### config.mk
export PLATFORM = sky130hd
export DESIGN_NAME = rtc_alarm_top
export DESIGN_NICKNAME = d
export VERILOG_FILES = /design/src/rtl/rtc_pkg.sv /design/src/rtl/rtc_ms_tick.sv /design/src/rtl/rtc_copy_window.sv /design/src/rtl/rtc_countdown.sv /design/src/rtl/rtc_alarm_top.sv
export SDC_FILE = /design/constraint.sdc
export NUM_CORES = 1
export LEC_CHECK = 0
export BUFFER_PORTS_ARGS = -buffer_cell sky130_fd_sc_hd__buf_2
export CAP_MARGIN = 30
export CORE_MARGIN = 1
export CORE_UTILIZATION = 36
export DETAILED_ROUTE_END_ITERATION = 12
export SLEW_MARGIN = 10
export SYNTH_ARGS = -nofsm -noshare
export SYNTH_HDL_FRONTEND = slang
export SYNTH_SLANG_ARGS = --single-unit
### constraint.sdc
create_clock -name clk_i -period 3.3 [get_ports clk_i]
set_input_delay 0.33 -clock clk_i [delete_from_list [all_inputs] [get_ports clk_i]]
set_output_delay 0.33 -clock clk_i [all_outputs]
set_load 0.03 [all_outputs]
### src/rtl/rtc_pkg.sv
package rtc_pkg;
  localparam int unsigned ADDR_W = 8;
  localparam int unsigned IRQ_N  = 5;

  localparam logic [ADDR_W-1:0] A_BUSY   = 8'h04;
  localparam logic [ADDR_W-1:0] A_SEC    = 8'h08;
  localparam logic [ADDR_W-1:0] A_SHADOW = 8'h0C;
  localparam logic [ADDR_W-1:0] A_MSEC   = 8'h10;
  localparam logic [ADDR_W-1:0] A_SA0    = 8'h14;
  localparam logic [ADDR_W-1:0] A_SA1    = 8'h18;
  localparam logic [ADDR_W-1:0] A_MA0    = 8'h1C;
  localparam logic [ADDR_W-1:0] A_CD_S   = 8'h20;
  localparam logic [ADDR_W-1:0] A_CD_MS  = 8'h24;
  localparam logic [ADDR_W-1:0] A_MASK   = 8'h28;
  localparam logic [ADDR_W-1:0] A_STAT   = 8'h2C;

  localparam int unsigned IB_MS_ALARM = 2;
  localparam int unsigned IB_CD_BASE  = 3;

  typedef struct packed {
    logic [ADDR_W-1:0] addr;
    logic [31:0]       data;
  } bus_wr_t;
endpackage

### src/rtl/rtc_ms_tick.sv
module rtc_ms_tick #(
  parameter int unsigned TICK_HZ    = 32768,
  parameter int unsigned MS_PER_SEC = 1000
) (
  input  logic clk_i,
  input  logic rst_ni,
  input  logic tick_i,
  output logic ms_step_o
);
  localparam int unsigned ACC_W = $clog2(TICK_HZ + MS_PER_SEC);

  logic [ACC_W-1:0] acc_q, acc_sum;

  always_comb begin
    acc_sum   = acc_q + ACC_W'(MS_PER_SEC);
    ms_step_o = tick_i && (acc_sum >= ACC_W'(TICK_HZ));
  end

  always_ff @(posedge clk_i or negedge rst_ni) begin
    if (!rst_ni)     acc_q <= '0;
    else if (tick_i) acc_q <= ms_step_o ? acc_sum - ACC_W'(TICK_HZ) : acc_sum;
  end
endmodule

### src/rtl/rtc_copy_window.sv
module rtc_copy_window #(
  parameter int unsigned COPY_TICKS = 8
) (
  input  logic clk_i,
  input  logic rst_ni,
  input  logic tick_i,
  output logic busy_o,
  output logic close_o
);
  localparam int unsigned PH_W = (COPY_TICKS > 2) ? $clog2(COPY_TICKS) : 1;
  localparam logic [PH_W-1:0] PH_LAST = PH_W'(COPY_TICKS - 1);

  logic [PH_W-1:0] phase_q;

  assign busy_o  = (phase_q == PH_LAST);
  assign close_o = tick_i && busy_o;

  always_ff @(posedge clk_i or negedge rst_ni) begin
    if (!rst_ni)     phase_q <= '0;
    else if (tick_i) phase_q <= busy_o ? '0 : phase_q + 1'b1;
  end
endmodule

### src/rtl/rtc_countdown.sv
module rtc_countdown #(
  parameter int unsigned CD_W   = 28,
  parameter int unsigned EN_BIT = 31
) (
  input  logic        clk_i,
  input  logic        rst_ni,
  input  logic        step_i,
  input  logic        load_i,
  input  logic [31:0] load_data_i,
  output logic        fire_o,
  output logic [31:0] word_o
);
  logic            en_q;
  logic [CD_W-1:0] val_q;
  logic            last;
  logic            unused_bits;

  assign unused_bits = ^load_data_i[EN_BIT-1:CD_W];
  assign last   = (val_q <= CD_W'(1));
  assign fire_o = step_i && en_q && !load_i && last;

  always_comb begin
    word_o            = '0;
    word_o[EN_BIT]    = en_q;
    word_o[CD_W-1:0]  = val_q;
  end

  always_ff @(posedge clk_i or negedge rst_ni) begin
    if (!rst_ni) begin
      en_q  <= 1'b0;
      val_q <= '0;
    end else if (load_i) begin
      en_q  <= load_data_i[EN_BIT];
      val_q <= load_data_i[CD_W-1:0];
    end else if (step_i && en_q) begin
      if (last) begin
        en_q  <= 1'b0;
        val_q <= '0;
      end else begin
        val_q <= val_q - 1'b1;
      end
    end
  end
endmodule

### src/rtl/rtc_alarm_top.sv
module rtc_alarm_top
  import rtc_pkg::*;
#(
  parameter int unsigned TICK_HZ    = 32768,
  parameter int unsigned MS_PER_SEC = 1000,
  parameter int unsigned COPY_TICKS = 8,
  parameter int unsigned SEC_W      = 32,
  parameter int unsigned CD_W       = 28
) (
  input  logic              clk_i,
  input  logic              rst_ni,
  input  logic              tick_i,
  input  logic              req_i,
  input  logic              we_i,
  input  logic [ADDR_W-1:0] addr_i,
  input  logic [31:0]       wdata_i,
  output logic [31:0]       rdata_o,
  output logic              irq_o
);
  localparam int unsigned MS_W = $clog2(MS_PER_SEC);
  localparam logic [MS_W-1:0] MS_LAST = MS_W'(MS_PER_SEC - 1);

  logic ms_step, busy, close;

  rtc_ms_tick #(.TICK_HZ(TICK_HZ), .MS_PER_SEC(MS_PER_SEC)) u_ms_tick (
    .clk_i, .rst_ni, .tick_i, .ms_step_o(ms_step)
  );

  rtc_copy_window #(.COPY_TICKS(COPY_TICKS)) u_window (
    .clk_i, .rst_ni, .tick_i, .busy_o(busy), .close_o(close)
  );

  // held write slot: newest write of a busy window wins
  logic    hold_v;
  bus_wr_t hold_q;
  logic    wr_req, wr_now, wr_hold, eff_v;
  bus_wr_t eff;

  assign wr_req  = req_i && we_i;
  assign wr_now  = wr_req && !busy;
  assign wr_hold = wr_req && busy;
  assign eff_v   = wr_now || (close && (wr_hold || hold_v));
  assign eff     = wr_req ? '{addr: addr_i, data: wdata_i} : hold_q;

  always_ff @(posedge clk_i or negedge rst_ni) begin
    if (!rst_ni) begin
      hold_v <= 1'b0;
      hold_q <= '0;
    end else if (close) begin
      hold_v <= 1'b0;
    end else if (wr_hold) begin
      hold_v <= 1'b1;
      hold_q <= '{addr: addr_i, data: wdata_i};
    end
  end

  logic wr_sec, wr_ma, wr_mask, wr_stat;
  logic [1:0] wr_sa;

  always_comb begin
    wr_sec   = eff_v && (eff.addr == A_SEC);
    wr_sa[0] = eff_v && (eff.addr == A_SA0);
    wr_sa[1] = eff_v && (eff.addr == A_SA1);
    wr_ma    = eff_v && (eff.addr == A_MA0);
    wr_mask  = eff_v && (eff.addr == A_MASK);
    wr_stat  = eff_v && (eff.addr == A_STAT);
  end

  // live counters
  logic [MS_W-1:0]  ms_q, ms_next;
  logic [SEC_W-1:0] sec_q, sec_inc;
  logic             ms_last, sec_wrap;

  assign ms_last  = (ms_q == MS_LAST);
  assign sec_wrap = ms_step && ms_last;
  assign ms_next  = ms_last ? '0 : ms_q + 1'b1;
  assign sec_inc  = sec_q + 1'b1;

  always_ff @(posedge clk_i or negedge rst_ni) begin
    if (!rst_ni) begin
      ms_q  <= '0;
      sec_q <= '0;
    end else begin
      if (ms_step) ms_q <= ms_next;
      if (wr_sec)        sec_q <= eff.data[SEC_W-1:0];
      else if (sec_wrap) sec_q <= sec_inc;
    end
  end

  // bus-visible copies and shadow
  logic [MS_W-1:0]  vis_ms_q;
  logic [SEC_W-1:0] vis_sec_q, shd_q;
  logic             rd_req;

  assign rd_req = req_i && !we_i;

  always_ff @(posedge clk_i or negedge rst_ni) begin
    if (!rst_ni) begin
      vis_ms_q  <= '0;
      vis_sec_q <= '0;
      shd_q     <= '0;
    end else begin
      if (close) begin
        vis_ms_q  <= ms_q;
        vis_sec_q <= sec_q;
      end
      if (rd_req && addr_i == A_MSEC) shd_q <= vis_sec_q;
    end
  end

  // alarm compare registers
  logic [1:0][SEC_W-1:0] sa_q;
  logic [31:0]           ma_q;
  logic [IRQ_N-1:0]      mask_q, status_q, ev, clr;

  always_ff @(posedge clk_i or negedge rst_ni) begin
    if (!rst_ni) begin
      sa_q   <= '0;
      ma_q   <= '0;
      mask_q <= '0;
    end else begin
      for (int i = 0; i < 2; i++)
        if (wr_sa[i]) sa_q[i] <= eff.data[SEC_W-1:0];
      if (wr_ma)   ma_q   <= eff.data;
      if (wr_mask) mask_q <= eff.data[IRQ_N-1:0];
    end
  end

  // countdowns: index 0 steps per second, index 1 per millisecond
  logic [1:0]       cd_fire, cd_step, cd_load;
  logic [1:0][31:0] cd_word;

  assign cd_step = {ms_step, sec_wrap};

  for (genvar g = 0; g < 2; g++) begin : g_cd
    assign cd_load[g] = eff_v && (eff.addr == A_CD_S + ADDR_W'(4 * g));
    rtc_countdown #(.CD_W(CD_W)) u_cd (
      .clk_i,
      .rst_ni,
      .step_i     (cd_step[g]),
      .load_i     (cd_load[g]),
      .load_data_i(eff.data),
      .fire_o     (cd_fire[g]),
      .word_o     (cd_word[g])
    );
  end

  always_comb begin
    ev = '0;
    for (int i = 0; i < 2; i++)
      ev[i] = sec_wrap && !wr_sec && (sec_inc == sa_q[i]);
    ev[IB_MS_ALARM] = ms_step && (32'(ms_next) == ma_q);
    ev[IB_CD_BASE +: 2] = cd_fire;
    clr = wr_stat ? eff.data[IRQ_N-1:0] : '0;
  end

  always_ff @(posedge clk_i or negedge rst_ni) begin
    if (!rst_ni) status_q <= '0;
    else         status_q <= (status_q & ~clr) | ev;
  end

  assign irq_o = |(status_q & mask_q);

  always_comb begin
    rdata_o = '0;
    if (rd_req) begin
      unique case (addr_i)
        A_BUSY:   rdata_o = 32'(busy);
        A_SEC:    rdata_o = 32'(vis_sec_q);
        A_SHADOW: rdata_o = 32'(shd_q);
        A_MSEC:   rdata_o = 32'(vis_ms_q);
        A_SA0:    rdata_o = 32'(sa_q[0]);
        A_SA1:    rdata_o = 32'(sa_q[1]);
        A_MA0:    rdata_o = ma_q;
        A_CD_S:   rdata_o = cd_word[0];
        A_CD_MS:  rdata_o = cd_word[1];
        A_MASK:   rdata_o = 32'(mask_q);
        A_STAT:   rdata_o = 32'(status_q);
        default:  rdata_o = '0;
      endcase
    end
  end
endmodule


==> impl_metrics.env, run 1 <==
export IMPL_dp_cells=2652
export IMPL_fin_worst_skew_ns=0.0215
export IMPL_route_detailed_drc=0
export IMPL_place_hpwl_um=46400
export IMPL_tightest_slew_ns=0.918
export IMPL_synth_xor_area_share_pct=6.80
export IMPL_clk_pin_slew_worst_paths_ns=0.06
export IMPL_grt_max_degree=90
export IMPL_peakVddDrop_mv=0.419
export IMPL_row_count=82
export IMPL_fin_ws_ns=0.235
export IMPL_cts_path_max_buffers=3
export IMPL_p_per_area_mw_per_mm2=638
export IMPL_antenna_left=0
export IMPL_die_h_um=229
export IMPL_r2r_start="u_ms_tick.acc_q[7]"
export IMPL_clockRootBuffer="clkbuf_16"
export IMPL_start_util_pct=36.7
export IMPL_maxSlewViolCount=0
export IMPL_setup_tns_ns=0
export IMPL_hold_class="input pin to flip-flop"
export IMPL_fin_area_mm2=0.0218
export IMPL_avgSynthCellArea_um2=9.68
export IMPL_layout_min_cycle_time_ns=3.06
export IMPL_clock_fmax_mhz=326
export IMPL_synth_compound_area_share_pct=18.1
export IMPL_hold_depth=2
export IMPL_setup_viol=0
export IMPL_grt_pass1_vias=15900
export IMPL_drive_gt1_share_pct=20.2
export IMPL_place_area_mm2=0.0203
export IMPL_cts_max_level=2
export IMPL_num_fill_cells=4962
export IMPL_syn_inst=1915
export IMPL_overflow=0
export IMPL_rsz0062_at_grt="no"
export IMPL_grt_usage_pct=24.5
export IMPL_slew_headroom_pct=37.1
export IMPL_rr_worst_depth=10
export IMPL_wl_per_cell_um=23.4
export IMPL_place_congestion=0.976
export IMPL_cts_buffers=40
export IMPL_port_buffers=77
export IMPL_worstSetupPathType="flip-flop to flip-flop"
export IMPL_num_antenna_cells=0
export IMPL_grt_pass1_wl_um=99000
export IMPL_ys_async_sr_fraction_pct=100
export IMPL_holdWs_ns=0.0213
export IMPL_cts_tree="done"
export IMPL_nets=2090
export IMPL_ios=78
export IMPL_reg2reg_to="g_cd[0].u_cd.val_q[21]"
export IMPL_ys_flop_type="dfrtp_1"
export IMPL_clkLatencyLatePin_ns=0.57
export IMPL_viasPerCell=5.89
export IMPL_dp_slack_ns=0.193
export IMPL_ys_ff_latch=337
export IMPL_required_ns=3.77
export IMPL_rrSetupSlack_ns=0.24
export IMPL_final_util_pct=43.1
export IMPL_vias=16100
export IMPL_synth_area_mm2=0.0185
export IMPL_synth_enable_flop_cells=0
export IMPL_clock_sinks=337
export IMPL_syn2layout_area_growth_pct=17.3
export IMPL_fin_crit_sh_pct=92.9
export IMPL_coreArea_mm2=0.0505
export IMPL_drtIter0Drc=1471
export IMPL_layout_commonest_cell="dfrtp_1"
export IMPL_antenna_found_initial=1
export IMPL_synth_warnings=0
export IMPL_muxShareOfSynthArea_pct=10.0
export IMPL_synthAdderAreaFrac_pct=0.607
export IMPL_yosysSeqAreaShare_pct=45.5
export IMPL_final_cell_mix="dfrtp_1, nand2_1, o21ai_0"
export IMPL_die_w_um=229
export IMPL_end_kind="flip-flop"
export IMPL_total_power_mw=13.9
export IMPL_hold_viol=0
export IMPL_status="completed"
export IMPL_leakage_nw=9.23
export IMPL_layoutNonFillerInstCount=2736
export IMPL_startpoint_type="flip-flop"
export IMPL_drt_total_wl_um=64000
export IMPL_synth_cell_type_count=86
export IMPL_maxCapViolCount=0
export IMPL_whs_endpoint="hold_q[30]"
export IMPL_dr_pass1_iters=5
export IMPL_hold_path_startpoint="wdata_i[30]"
export IMPL_synthesis_nets=1969
export IMPL_critPathMaxFanout=12
export IMPL_dieArea_mm2=0.0524
export IMPL_yosys_area_share_simple_pct=15.6
export IMPL_cp_arrival_ns=3.54
export IMPL_synth_top_family_by_area="compound AO/OA/AOI/OAI gates"
[worst max path at each step]
stage	startpoint	to	slack (ns)
CTS	u_ms_tick.acc_q[7]	g_cd[0].u_cd.val_q[24]	0.16
finish	u_ms_tick.acc_q[7]	g_cd[0].u_cd.val_q[21]	0.24
floorplan	addr_i[4]	rdata_o[19]	0.34
detailed placement	u_ms_tick.acc_q[7]	g_cd[0].u_cd.val_q[24]	0.19
global placement	u_ms_tick.acc_q[8]	g_cd[0].u_cd.val_q[8]	0.20
global route	u_ms_tick.acc_q[7]	g_cd[1].u_cd.val_q[26]	0.04
[synth_stat cells (all sizes together), types with 6 or more instances]
cell / n / area (µm²)
nand3: 49 / 250
o211ai: 13 / 97.6
mux2: 118 / 1330
ha: 9 / 113
nand4: 25 / 171
or4: 7 / 60.1
and2: 10 / 62.6
clkbuf: 102 / 384
and4: 7 / 61.3
a22oi: 57 / 428
o22ai: 7 / 43.8
inv: 16 / 60.1
or3: 10 / 67.6
or2: 7 / 43.8
a22o: 9 / 78.8
nand2b: 16 / 100
mux2i: 53 / 531
xnor2: 99 / 867
nor3b: 6 / 45.0
xor2: 45 / 394
buf: 32 / 180
o221ai: 11 / 96.3
a222oi: 34 / 340
a21oi: 96 / 484
a221oi: 15 / 131
o21ai: 187 / 936
nor2: 122 / 460
a2111oi: 6 / 58.8
nor4: 29 / 218
nor3: 41 / 210
and3: 19 / 119
nand2: 198 / 746
dfrtp: 337 / 8430
a31oi: 42 / 263
a211oi: 8 / 60.1
nor2b: 18 / 113
[registers in the layout, indices dropped and copies added, names as in the netlist, 10 cells and up]
name	cells
hold_q	40
g_cd.u_cd.val_q	56
sa_q	64
sec_q	32
vis_ms_q	10
ms_q	10
shd_q	32
ma_q	32
u_ms_tick.acc_q	13
vis_sec_q	32
[per-layer routing]
metal / vias to the layer above / GRT usage (%) / wire (µm)
met5: - / 0 / 0
met4: 0 / 7.31 / 1780
met3: 106 / 3.53 / 4010
met2: 569 / 39.3 / 29800
met1: 8125 / 34.2 / 28400
li1: 7305 / - / -
[worst max-delay path: stages (launching register included)]
cell,delay [ns]
dfrtp_1,0.41
or4_1,0.58
o311ai_2,0.26
buf_4,0.19
mux2_2,0.49
nor3_1,0.18
buf_4,0.25
nand2_2,0.21
a31oi_1,0.20
o21ai_0,0.09
o221ai_1,0.10
[final cells by class]
cell class	instances	area (µm²)	share of cell area (%)
multi-input cells	1428	9550	43.9
flip-flops and latches	337	8430	38.8
clock inverters	9	95.1	0.437
repair buffers	213	1600	7.36
well taps	672	841	3.87
inverters	16	60.1	0.276
clock buffers	61	1170	5.38
[kinds of logic after synthesis]
| kind of cell | count (synthesis) |
|---|---|
| AND/OR/NAND/NOR | 583 |
| XOR/XNOR | 144 |
| buffers and inverters | 150 |
| multiplexers | 171 |
| flip-flops | 337 |
| adder cells (fa/ha/maj) | 9 |
| AO/OA/AOI/OAI | 521 |
[power breakdown]
part | switching (mW) | total [mW] | internal [mW]
combinational | 2.19 | 3.82 | 1.63
clock | 1.78 | 4.37 | 2.59
sequential | 0.833 | 5.69 | 4.86
total | 4.80 | 13.9 | 9.08
[what timing repair did]
action	CTS	global route
hold buffers	14	0
setup endpoints to repair	0	3
resized for setup	0	2
endpoints found under the hold margin	97	0
setup buffers	0	0
(Power assumes the default switching activity.)
==> inputs of run 2 (changes only) <==
MAX_ROUTING_LAYER = met4   (was unset)
==> impl_metrics.env, run 2 (synthesized netlist as in run 1, its figures left out) <==
export IMPL_overflow=0
export IMPL_cp_arrival_ns=3.55
export IMPL_rrSetupSlack_ns=0.18
export IMPL_die_w_um=229
export IMPL_die_h_um=229
export IMPL_leakage_nw=9.28
export IMPL_startpoint_type="flip-flop"
export IMPL_grt_max_degree=81
export IMPL_worstSetupPathType="flip-flop to flip-flop"
export IMPL_grt_usage_pct=25.6
export IMPL_largest_reg_flops=64
export IMPL_cts_tree="done"
export IMPL_clk_pin_slew_worst_paths_ns=0.06
export IMPL_fin_worst_skew_ns=0.0112
export IMPL_maxSlewViolCount=0
export IMPL_whs_endpoint="hold_q[29]"
export IMPL_status="completed"
export IMPL_largestRegisters="sa_q: 64 flops, g_cd.u_cd.val_q: 56 flops, hold_q: 40 flops"
export IMPL_fin_area_mm2=0.0219
export IMPL_path_delay_family="simple AND/OR/NAND/NOR gates"
export IMPL_cts_buffers=41
export IMPL_cts_max_level=2
export IMPL_clock_fmax_mhz=320
export IMPL_layout_min_cycle_time_ns=3.12
export IMPL_route_detailed_drc=0
export IMPL_clockRootBuffer="clkbuf_16"
export IMPL_dr_pass1_iters=6
export IMPL_regArea_mm2=0.00843
export IMPL_p_clk_share_pct=31.1
export IMPL_num_fill_cells=4910
export IMPL_hold_class="input pin to flip-flop"
export IMPL_final_util_pct=43.3
export IMPL_cpPeakStageDelay_ns=0.57
export IMPL_rr_worst_depth=8
export IMPL_row_count=82
export IMPL_dieArea_mm2=0.0524
export IMPL_crit_path_top_delay_cell="or4_1"
export IMPL_rsz0062_at_grt="no"
export IMPL_grt_pass1_vias=15800
export IMPL_maxCapViolCount=0
export IMPL_vias=16200
export IMPL_worstPathCellList="or4_1 -> o311ai_2 -> buf_4 -> mux2_2 -> nor2_1 -> nor2_1 -> o311ai_1 -> o211ai_1"
export IMPL_path_buf_inv=1
export IMPL_nets=2102
export IMPL_antenna_found_initial=0
export IMPL_ios=78
export IMPL_hold_viol=0
export IMPL_peakVddDrop_mv=0.330
export IMPL_tightest_slew_ns=0.910
export IMPL_slew_headroom_pct=37.6
export IMPL_fin_crit_sh_pct=94.6
export IMPL_coreArea_mm2=0.0505
export IMPL_critPathMaxFanout=8
export IMPL_reg2reg_to="g_cd[0].u_cd.val_q[23]"
export IMPL_setup_tns_ns=0
export IMPL_syn2layout_area_growth_pct=18.0
export IMPL_end_kind="flip-flop"
export IMPL_antenna_left=0
export IMPL_r2r_start="u_ms_tick.acc_q[7]"
export IMPL_clock_sinks=337
export IMPL_port_buffers=77
export IMPL_drt_total_wl_um=65500
export IMPL_wl_per_cell_um=23.8
export IMPL_drive_gt1_share_pct=20.4
export IMPL_start_util_pct=36.7
export IMPL_place_hpwl_um=47300
export IMPL_hold_depth=2
export IMPL_required_ns=3.73
export IMPL_largest_register="sa_q"
export IMPL_viasPerCell=5.91
export IMPL_place_area_mm2=0.0204
export IMPL_pwr_share_comb_pct=28.0
export IMPL_grt_pass1_wl_um=100000
export IMPL_layout_commonest_cell="dfrtp_1"
export IMPL_multiInputGateArea_mm2=0.00955
export IMPL_final_cell_mix="dfrtp_1, nand2_1, o21ai_0"
export IMPL_drtIter0Drc=1669
export IMPL_cts_path_max_buffers=3
export IMPL_hold_path_startpoint="wdata_i[29]"
export IMPL_cp_common_cell="nor2_1"
export IMPL_p_int_mw=9.03
export IMPL_seqPwrFrac_pct=40.8
export IMPL_p_per_area_mw_per_mm2=635
export IMPL_p_switching_mw=4.86
export IMPL_setup_viol=0
export IMPL_switching_share_pct=35.0
export IMPL_clkLatencyLatePin_ns=0.57
export IMPL_place_congestion=1.01
-- run 2: cell types whose count changed in the layout (fill, tap and decap cells not counted), moves of 2 or more --
cell           delta
buf_12            +2
bufinv_16         -2
clkbuf_1          -6
dlygate4sd3_1     +9
clkbuf_8          +4
diode_2           +2
-- run 2: worst max path at each step --
stage          slack (ns)          startpoint  depth (start not counted)                      to
2_1_floorplan        0.34           addr_i[4]                          7             rdata_o[19]
3_3_place_gp         0.27  u_ms_tick.acc_q[8]                          8   g_cd[0].u_cd.val_q[8]
3_5_place_dp         0.17  u_ms_tick.acc_q[7]                          8   g_cd[0].u_cd.val_q[8]
4_1_cts              0.16  u_ms_tick.acc_q[7]                          8   g_cd[0].u_cd.val_q[8]
5_1_grt              0.06            sec_q[0]                         10             status_q[1]
6_report             0.18  u_ms_tick.acc_q[7]                          8  g_cd[0].u_cd.val_q[23]
-- run 2: metal layers --
layer  part of all wire [%]  global-route usage (%)  up-vias
li1                       -                       -     7324
met1                     44                    34.4     8216
met2                     47                    40.3      586
met3                    7.2                    4.48      102
met4                    2.1                    5.81        0
met5                      0                       -        -
-- run 2: through the flow --
step | hold WS, ns | instances | total power, mW | setup WS (ns)
final | 0.0231 | 2747 | 13.9 | 0.177
after global routing | 0.0173 | 2745 | 14.6 | 0.0555
after CTS | 0.000858 | 2745 | 13.9 | 0.160
after detailed placement | 0.390 | 2654 | 9.54 | 0.172
after global placement | 0.383 | 2653 | 9.48 | 0.268
after floorplan | 0.0344 | 1915 | 7.88 | 0.339
-- run 2: repair_timing --
action	in CTS	in global routing
setup endpoints to repair	0	3
setup buffers	0	0
hold buffers	23	0
hold endpoints to repair	96	0
gates resized for setup	0	2
-- run 2: power groups by stage --
stage | clock network, mW | logic [mW] | registers [mW]
final | 4.32 | 3.89 | 5.67
after global routing | 4.57 | 4.25 | 5.76
after CTS | 4.42 | 3.88 | 5.64
after detailed placement | 0 | 3.83 | 5.71
after global placement | 0 | 3.80 | 5.68
after floorplan | 0 | 2.53 | 5.35
-- run 2: layout make-up --
type                            count  area share [%]
Tap cell                          672            3.84
Sequential cell                   337            38.6
Timing Repair Buffer              224            7.92
Clock buffer                       59            5.50
Antenna cell                        2          0.0229
Inverter                           16           0.275
Multi-Input combinational cell   1428            43.7
Clock inverter                      9           0.223
